<file path="src/rtl/pio_sample_unpacker.sv">
module pio_sample_unpacker (
  input  logic        clk,
  input  logic        rst_n,
  input  logic        wr_en,
  input  logic [7:0]  wr_data,
  input  logic        rd_en,
  input  logic [7:0]  cap_byte,
  output logic [7:0]  rd_data,
  input  logic        stereo,
  input  logic [1:0]  fmt,
  input  logic        out_ready,
  output logic        out_valid,
  output logic [15:0] out_left,
  output logic [15:0] out_right,
  output logic        overrun
);

  function automatic logic [15:0] mu_expand(input logic [7:0] b);
    logic [7:0]  u;
    logic [15:0] base;
    logic [15:0] mag;
    u    = ~b;
    base = {8'd0, ({1'b0, u[3:0], 3'b000} + 8'd132)};
    mag  = (base << u[6:4]) - 16'd132;
    return u[7] ? -mag : mag;
  endfunction

  logic [2:0]  cfg_q;
  logic [1:0]  cnt;
  logic [7:0]  lo_q;
  logic [15:0] left_q;

  wire [2:0]  cfg     = {stereo, fmt};
  wire        cfg_chg = cfg != cfg_q;
  wire [1:0]  idx     = cfg_chg ? 2'd0 : cnt;
  wire        pend    = out_valid && !out_ready;
  wire        wide    = fmt == 2'b10;
  wire        fmt_ok  = fmt != 2'b11;
  wire        take    = wr_en && fmt_ok && !pend;
  wire [1:0]  last    = wide ? (stereo ? 2'd3 : 2'd1) : (stereo ? 2'd1 : 2'd0);
  wire        done    = take && (idx == last);
  wire        at_samp = !wide || idx[0];

  wire [15:0] lin8 = {~wr_data[7], wr_data[6:0], 8'h00};
  wire [15:0] samp = wide ? {wr_data, lo_q} : (fmt[0] ? mu_expand(wr_data) : lin8);

  assign rd_data = rd_en ? cap_byte : 8'h00;

  always_ff @(posedge clk) begin
    if (!rst_n) begin
      cfg_q     <= 3'b000;
      cnt       <= 2'd0;
      lo_q      <= 8'h00;
      left_q    <= 16'h0000;
      out_valid <= 1'b0;
      out_left  <= 16'h0000;
      out_right <= 16'h0000;
      overrun   <= 1'b0;
    end else begin
      cfg_q <= cfg;
      if (cfg_chg) cnt <= 2'd0;
      if (out_valid && out_ready) out_valid <= 1'b0;
      if (wr_en && fmt_ok && pend) overrun <= 1'b1;
      if (take) begin
        cnt <= done ? 2'd0 : idx + 2'd1;
        if (wide && !idx[0]) lo_q <= wr_data;
        if (!done && at_samp) left_q <= samp;
        if (done) begin
          out_valid <= 1'b1;
          out_left  <= stereo ? left_q : samp;
          out_right <= samp;
        end
      end
    end
  end

endmodule

</file>
<file path="config.mk">
export PLATFORM = sky130hd
export DESIGN_NAME = pio_sample_unpacker
export DESIGN_NICKNAME = d
export VERILOG_FILES = /design/src/rtl/pio_sample_unpacker.sv
export SDC_FILE = /design/constraint.sdc
export NUM_CORES = 1
export LEC_CHECK = 0
export BUFFER_PORTS_ARGS = -buffer_cell sky130_fd_sc_hd__buf_2
export CORE_MARGIN = 8
export CORE_UTILIZATION = 56
export CTS_CLUSTER_DIAMETER = 40
export DETAILED_ROUTE_END_ITERATION = 8
export PLACE_DENSITY = 0.84
export RECOVER_POWER = 25
export REMOVE_ABC_BUFFERS = 1
export SYNTH_ARGS = -nofsm -noshare
export SYNTH_HDL_FRONTEND = slang
export SYNTH_SLANG_ARGS = --single-unit
export TNS_END_PERCENT = 50
</file>
<file path="constraint.sdc">
create_clock -name clk -period 3.75 [get_ports clk]
set_clock_uncertainty 0.05 [all_clocks]
set_input_delay 0.1875 -clock clk [delete_from_list [all_inputs] [get_ports clk]]
set_output_delay 0.1875 -clock clk [all_outputs]
set_load 0.02 [all_outputs]
</file>
==> metrics.md, run 1 <==
| Metric | Value |
|---|---|
| Status | `finished, violations left` |
| Failing checks | `max-capacitance violations, max-slew violations` |
| Initial antenna violation count | `0` |
| PD cells | `391 nW/um^2` |
| Post-synth EDFFs | `0` |
| Worst path bufs/invs | `1` |
| Post-synth top area share | `33.8%` |
| H-Tree Depth | `3` |
| Die height | `97.7 um` |
| Distinct cells, synth | `69` |
| Post-Syn Area | `3740 um^2` |
| Yosys top cell by area | `dfxtp_1` |
| Async SR Flop Fraction | `0%` |
| Global-route wire length before repair | `16400 um` |
| Worst Hold Path EP | `cfg_q[1]` |
| Setup CP Type | `primary input to flop` |
| Core area | `6390 um^2` |
| Area of the multi-input gates | `2260 um^2` |
| Final setup fails | `0` |
| Fill cells | `572` |
| Nets | `523` |
| Flops & latches, synth | `63` |
| Port Buf Inserts | `65` |
| YS warnings | `0` |
| Layout cell share with drive strength beyond 1 | `15.0%` |
| Crit-path most repeated cell | `a21oi_1` |
| Cell family with most CP delay | `compound AO/OA/AOI/OAI gates` |
| Vias | `3511` |
| GP Congestion | `0.888` |
| Routed WL | `9770 um` |
| Clock root buffer master | `clkbuf_8` |
| Setup crit start kind | `primary input` |
| Storage cell area | `1260 um^2` |
| F_max | `355 MHz` |
| Most common cell after layout, fill and taps aside | `dfxtp_1` |
| Routed Antenna Nets | `0` |
| Sequential fraction of the synthesis area | `33.8%` |
| DRC viols | `0` |
| Worst IR drop on VDD | `0.000339 V` |
| End of the worst register-to-register path | `left_q[1]` |
| Setup TNS | `0 ns` |
| DIE AREA | `9540 um^2` |
| Finished Cell Area | `4160 um^2` |
| Hold Path Origin | `fmt[1]` |
| Part of the cycle the worst path needs | `75.0%` |
| Worst-skew pair later-pin latency | `0.33 ns` |
| Slew margin rel. | `-16.5%` |
| R2R Setup Slk | `1.27 ns` |
| CP Cell Sequence | `buf_2, nor2b_2, a22o_1, nand2_1, ha_1, nand2b_1, a21oi_1, a2111oi_4, o21ai_0, a211oi_2, a21oi_1, mux2i_1, o221ai_1` |
| Pins over their slew limit | `47` |
| Hold Fails Final Rpt | `0` |
| Vias in the first global route | `3445` |
| Antenna Cells | `0` |
| Largest net degree at the start of global routing | `47` |
| Mean post-synth cell area | `8.25 um^2` |
| Post_cts resized | `0` |
| Lkg Pwr | `1.76 nW` |
| Highest-count cells in the layout ignoring fill and taps | `dfxtp_1 (63), nand2_1 (52), buf_2 (39)` |
| Rows | `29` |
| # clock sinks | `63` |
| Half-perimeter wire length after placement | `6810 um` |
| Worst EP required | `3.90 ns` |
| Setup Slack @ Placement | `0.673 ns` |
| WP data arrival | `2.96 ns` |
| DRT iter0 DRCs | `282` |
| Post-Syn Instances | `453` |
| Reg2Reg Depth | `7` |
| Max_cap viols | `1` |
| TritonCTS clock tree | `yes` |
| Syn-to-layout area delta | `11.4%` |
| Hold Buf Count CTS | `0` |
| GR Overflow Total | `0` |
| Routed length per instance | `16.9 um` |
| Min-delay worst type | `primary input to flop` |
| CP Max Fanout | `12` |
| GRT Overall Usage | `20.4%` |
| RSZ-0062 raised after global routing | `false` |
| Setup ws final | `0.937 ns` |
| Initial Util | `58.5%` |
| CTS Buf Count | `9` |
| Total power | `1.63 mW` |
| Synth area leaders | `dfxtp_1 (34%), nand2_1 (5.2%), mux2i_1 (4.6%)` |
| Die outline width | `97.7 um` |
| Register clock-pin slew on the reported worst setup and hold paths | `0.06 ns` |
| Clk buf depth | `2` |
| Most used DFF post-synth | `dfxtp_1` |
| Reg-to-Reg Start | `cfg_q[1]` |
| Final min period | `2.81 ns` |
| Via/cell ratio | `6.08` |
| Worst slew pin tran | `1.75 ns` |
| Worst path slowest cell | `a2111oi_4` |
| Cell Area, Placed | `4020 um^2` |
| CP max stage delay | `0.48 ns` |
| # IOs | `66` |
| DRT Pass-1 Iters | `6` |
| Post-CTS setup buffer count | `0` |
| CP Capture Type | `flop` |
| Hold path depth | `2` |
-- per-stage QoR --
step	hold WS (ns)	util, %	instances
after floorplan	0.255	-	414
after global placement	0.392	62.9	562
after detailed placement	0.402	62.9	562
after CTS	0.134	65.7	577
after global routing	0.158	65.2	577
final	0.147	65.2	577
-- cell type report --
class | count | share of cell area, %
Multi-Input combinational cell | 344 | 54.3
Tap cell | 77 | 2.31
Clock inverter | 4 | 1.14
Sequential cell | 63 | 30.3
Clock buffer | 11 | 3.16
Timing Repair Buffer | 71 | 8.12
Inverter | 7 | 0.631
-- cells in the mapped netlist (4+ instances only) --
| master | n |
|---|---|
| clkbuf_1 | 28 |
| nand2_1 | 52 |
| and3_1 | 5 |
| nand2b_1 | 7 |
| nor2b_1 | 18 |
| xor2_1 | 6 |
| nor2_1 | 33 |
| inv_1 | 6 |
| buf_4 | 4 |
| nor3_1 | 7 |
| o21ai_0 | 19 |
| a21boi_0 | 6 |
| nand3_1 | 22 |
| o21a_1 | 6 |
| o211ai_1 | 6 |
| a21oi_1 | 21 |
| dfxtp_1 | 63 |
| mux2i_1 | 17 |
| o21ai_1 | 9 |
| and2_1 | 20 |
| nor3b_1 | 7 |
| o211a_1 | 13 |
| buf_2 | 5 |
| xnor2_1 | 6 |
| a31oi_1 | 4 |
-- worst register-to-register path: cells and delay by family, from the launching register on --
family / cells / cell delay [ns]
simple gates: 4 / 1.45
xor+xnor: 1 / 0.14
flops: 1 / 0.31
compound gates: 2 / 0.45
-- kinds of logic after synthesis --
| kind of cell | count (synthesis) | synth area share [%] |
|---|---|---|
| and+or+nand+nor | 186 | 25.8 |
| AOI/OAI and AO/OA | 121 | 24.0 |
| DFF | 63 | 33.8 |
| buffers and inverters | 46 | 5.69 |
| muxes | 20 | 5.66 |
| xor gates and xnor gates | 14 | 4.09 |
| adders and majority gates | 3 | 1.00 |
-- per-layer routing --
layer | up-vias | wire length [um] | track usage [%]
met5 | - | 0 | 0
met4 | 0 | 304 | 9.79
met3 | 36 | 657 | 5.69
met2 | 144 | 4720 | 34.2
met1 | 1638 | 4090 | 23.3
li1 | 1693 | - | -
-- state kept, by name (all words and copies together) (netlist names) --
name       count
cfg_q          3
cnt            2
left_q        16
lo_q           8
out_left      16
out_right     16
out_valid      1
overrun        1
-- how the worst max path moves through the flow --
stage	start	slack [ns]	to	cells after the start
6_report	wr_data[4]	0.94	left_q[10]	13
3_5_place_dp	wr_data[4]	0.67	left_q[10]	13
3_3_place_gp	wr_data[4]	0.77	left_q[12]	13
4_1_cts	wr_data[4]	0.97	left_q[10]	13
5_1_grt	wr_data[4]	0.73	left_q[10]	13
2_1_floorplan	wr_data[5]	1.21	left_q[12]	12
-- where the power goes --
| part | switching, mW | total (mW) | internal, mW |
|---|---|---|---|
| logic | 0.225 | 0.359 | 0.134 |
| clock network | 0.245 | 0.547 | 0.301 |
| registers | 0.0183 | 0.723 | 0.705 |
Note: power is estimated with default switching activity, not from simulation.
==> run 2, diff against run 1 <==
- CORE_UTILIZATION: 56 -> 51
- PLACE_DENSITY: 0.84 -> 0.81
- clock period: 3.75 -> 2.4 ns (I/O delays scaled with it)
==> run 2 against run 1 <==
  * Power increased by 63%
  * Die area increased by 8.2%
  * The run ends with negative setup slack left
  * Cell area grew 12%
  * Sequential cell count unchanged
  * Worst setup slack got worse by 0.94 ns
  * Wire length is 6.0% higher
  * Global-route usage about the same
  * Via count rose by 3.3%
  * Critical path depth is 1 higher
  * Clock power rose by 53%
  * Largest cell class unchanged
  * Sequential share of layout area down 3.3 points
==> metrics.md, run 2 (synthesized netlist as in run 1, its figures left out) <==
| Metric | Value |
|---|---|
| Cell family with most CP delay | `compound AO/OA/AOI/OAI gates (unchanged)` |
| Port Buf Inserts | `65 (unchanged)` |
| End of the worst register-to-register path | `out_left[11] (was left_q[1])` |
| PD cells | `568 nW/um^2 (was 391 nW/um^2)` |
| Total power | `2.65 mW (was 1.63 mW)` |
| # IOs | `66 (unchanged)` |
| Min-delay worst type | `primary input to flop (unchanged)` |
| Final setup fails | `1 (was 0)` |
| DRT Pass-1 Iters | `5 (was 6)` |
| Hold Fails Final Rpt | `0 (unchanged)` |
| Pins over their slew limit | `0 (was 47)` |
| Hold slack | `0.0516 ns (was 0.147 ns)` |
| RSZ-0062 raised after global routing | `true (was false)` |
| CP Capture Type | `flop (unchanged)` |
| Reg-to-Reg Start | `cfg_q[1] (unchanged)` |
| WP data arrival | `2.59 ns (was 2.96 ns)` |
| Global-route wire length before repair | `16900 um (was 16400 um)` |
| Routed WL | `10400 um (was 9770 um)` |
| Routed Antenna Nets | `0 (unchanged)` |
| GP Congestion | `0.877 (was 0.888)` |
| Hold Path Origin | `fmt[1] (unchanged)` |
| TritonCTS clock tree | `yes (unchanged)` |
| GRT Overall Usage | `20.4% (about the same)` |
| Setup ws final | `-0.00682 ns (was 0.937 ns)` |
| CTS Buf Count | `9 (unchanged)` |
| Worst path bufs/invs | `2 (was 1)` |
| Worst EP required | `2.59 ns (was 3.90 ns)` |
| Nets | `565 (was 523)` |
| Final Util | `65.0% (was 65.2%)` |
| # clock sinks | `63 (unchanged)` |
| Slew margin rel. | `29.3% (was -16.5%)` |
| Register clock-pin slew on the reported worst setup and hold paths | `0.08 ns (was 0.06 ns)` |
| Initial Util | `52.1% (was 58.5%)` |
| Vias in the first global route | `3553 (was 3445)` |
| Rows | `31 (was 29)` |
| Clock root buffer master | `clkbuf_8 (unchanged)` |
| Final min period | `2.41 ns` |
| Most common cell after layout, fill and taps aside | `dfxtp_1 (unchanged)` |
| DRC viols | `0 (unchanged)` |
| Die height | `102 um (was 97.7 um)` |
| Cell Area, Placed | `4380 um^2 (was 4020 um^2)` |
| Worst slew pin tran | `1.06 ns (was 1.75 ns)` |
| DIE AREA | `10300 um^2 (was 9540 um^2)` |
| Failing checks | `negative setup slack (was max-capacitance violations, max-slew violations)` |
| R2R Setup Slk | `0.13 ns (was 1.27 ns)` |
| Routed length per instance | `16.1 um (was 16.9 um)` |
| CP Cell Sequence | `buf_8, nor2b_4, a22o_1, nand2_2, ha_4, nor2b_2, o21a_1, a2111oi_4, buf_4, or3_4, a211oi_4, a21o_1, mux2i_1, a21oi_1 (was buf_2, nor2b_2, a22o_1, nand2_1, ha_1, nand2b_1, a21oi_1, a2111oi_4, o21ai_0, a211oi_2, a21oi_1, mux2i_1, o221ai_1)` |
| Half-perimeter wire length after placement | `7470 um (was 6810 um)` |
| H-Tree Depth | `3 (unchanged)` |
| Highest-count cells in the layout ignoring fill and taps | `dfxtp_1 (63), nand2_1 (50), buf_2 (44) (was dfxtp_1 (63), nand2_1 (52), buf_2 (39))` |
| Status | `finished, violations left (unchanged)` |
| Max_cap viols | `0 (was 1)` |
| Setup CP Type | `primary input to flop (unchanged)` |
| Worst-skew pair later-pin latency | `0.35 ns (was 0.33 ns)` |
| Worst path slowest cell | `or3_4 (was a2111oi_4)` |
| Die outline width | `102 um (was 97.7 um)` |
| Worst Hold Path EP | `cfg_q[1] (unchanged)` |
| F_max | `415 MHz` |
| GR Overflow Total | `0 (unchanged)` |
| Via/cell ratio | `5.65 (was 6.08)` |
| DRT iter0 DRCs | `253 (was 282)` |
| CP Max Fanout | `6 (was 12)` |
| Reg2Reg Depth | `8 (was 7)` |
| Finished Cell Area | `4660 um^2 (was 4160 um^2)` |
| Fill cells | `618 (was 572)` |
| Syn-to-layout area delta | `24.8% (was 11.4%)` |
| Layout cell share with drive strength beyond 1 | `25.4% (was 15.0%)` |
| Lkg Pwr | `2.02 nW (was 1.76 nW)` |
| Clk buf depth | `2 (unchanged)` |
| Hold path depth | `2 (unchanged)` |
| Antenna Cells | `0 (unchanged)` |
| Storage cell area | `1260 um^2 (unchanged)` |
| Largest regs | `left_q x16, out_left x16, out_right x16 (unchanged)` |
| Area of the multi-input gates | `2370 um^2 (was 2260 um^2)` |
| Setup crit start kind | `primary input (unchanged)` |
| CP max stage delay | `0.37 ns (was 0.48 ns)` |
| Largest net degree at the start of global routing | `30 (was 47)` |
| Worst IR drop on VDD | `0.000493 V (was 0.000339 V)` |
| Part of the cycle the worst path needs | `100%` |
| Initial antenna violation count | `0 (unchanged)` |
| Vias | `3628 (was 3511)` |
| Hold Buf Count CTS | `0 (unchanged)` |
| Setup Slack @ Placement | `-0.450 ns (was 0.673 ns)` |
| Core area | `7180 um^2 (was 6390 um^2)` |
## run 2: layout make-up
| class | instances | share of cell area (%) |
|---|---|---|
| well taps | 99 | 2.66 |
| inverters | 7 | 0.563 |
| multi-input cells | 344 | 50.8 |
| clock inverters | 7 | 1.05 |
| clock buffers | 9 | 2.66 |
| repair buffers | 113 | 15.3 |
| flip-flops and latches | 63 | 27.0 |
## run 2: how the worst max path moves through the flow
stage / start / end / slack (ns) / depth (start not counted)
after floorplan: cfg_q[1] / left_q[10] / -0.09 / 8
after global placement: wr_data[5] / left_q[10] / -0.37 / 13
after detailed placement: wr_data[5] / left_q[10] / -0.45 / 13
after CTS: wr_data[5] / left_q[12] / 0.0004 / 14
after global routing: wr_data[5] / left_q[12] / -0.14 / 14
final: wr_data[4] / out_left[14] / -0.007 / 14
## run 2: per-layer routing
| metal | track usage (%) | routed length (um) | vias up |
|---|---|---|---|
| li1 | - | - | 1776 |
| met1 | 23.4 | 4380 | 1718 |
| met2 | 36.3 | 5210 | 121 |
| met3 | 4.88 | 631 | 13 |
| met4 | 6.53 | 131 | 0 |
| met5 | 0 | 0 | - |
## run 2: worst reg2reg max path, cell delays in order, from the launching register on
cell	delay, ns
dfxtp_1	0.31
xor2_1	0.15
nor3_1	0.37
nand2_1	0.21
o32ai_1	0.22
nand2_1	0.23
buf_12	0.21
nor4_2	0.31
nor4b_2	0.09
## run 2: report_power, final
part | internal (mW) | leakage, nW | switching (mW)
clock network | 0.376 | 0.0894 | 0.460
logic | 0.298 | 1.42 | 0.387
registers | 1.10 | 0.514 | 0.0275
total | 1.77 | 2.02 | 0.875
## run 2: stage by stage
stage | cells | setup TNS (ns)
floorplan | 414 | -1.28
global placement | 624 | -6.95
detailed placement | 624 | -8.71
CTS | 641 | 0
global route | 642 | -1.24
finish | 642 | -0.00682
## run 2: repair_timing
action / in CTS / in global routing
endpoints found under the hold margin: 0 / 0
gates resized for setup: 5 / 22
endpoints found under the setup margin: 10 / 24
buffers inserted: 1 / 2
pin swaps: 10 / 11
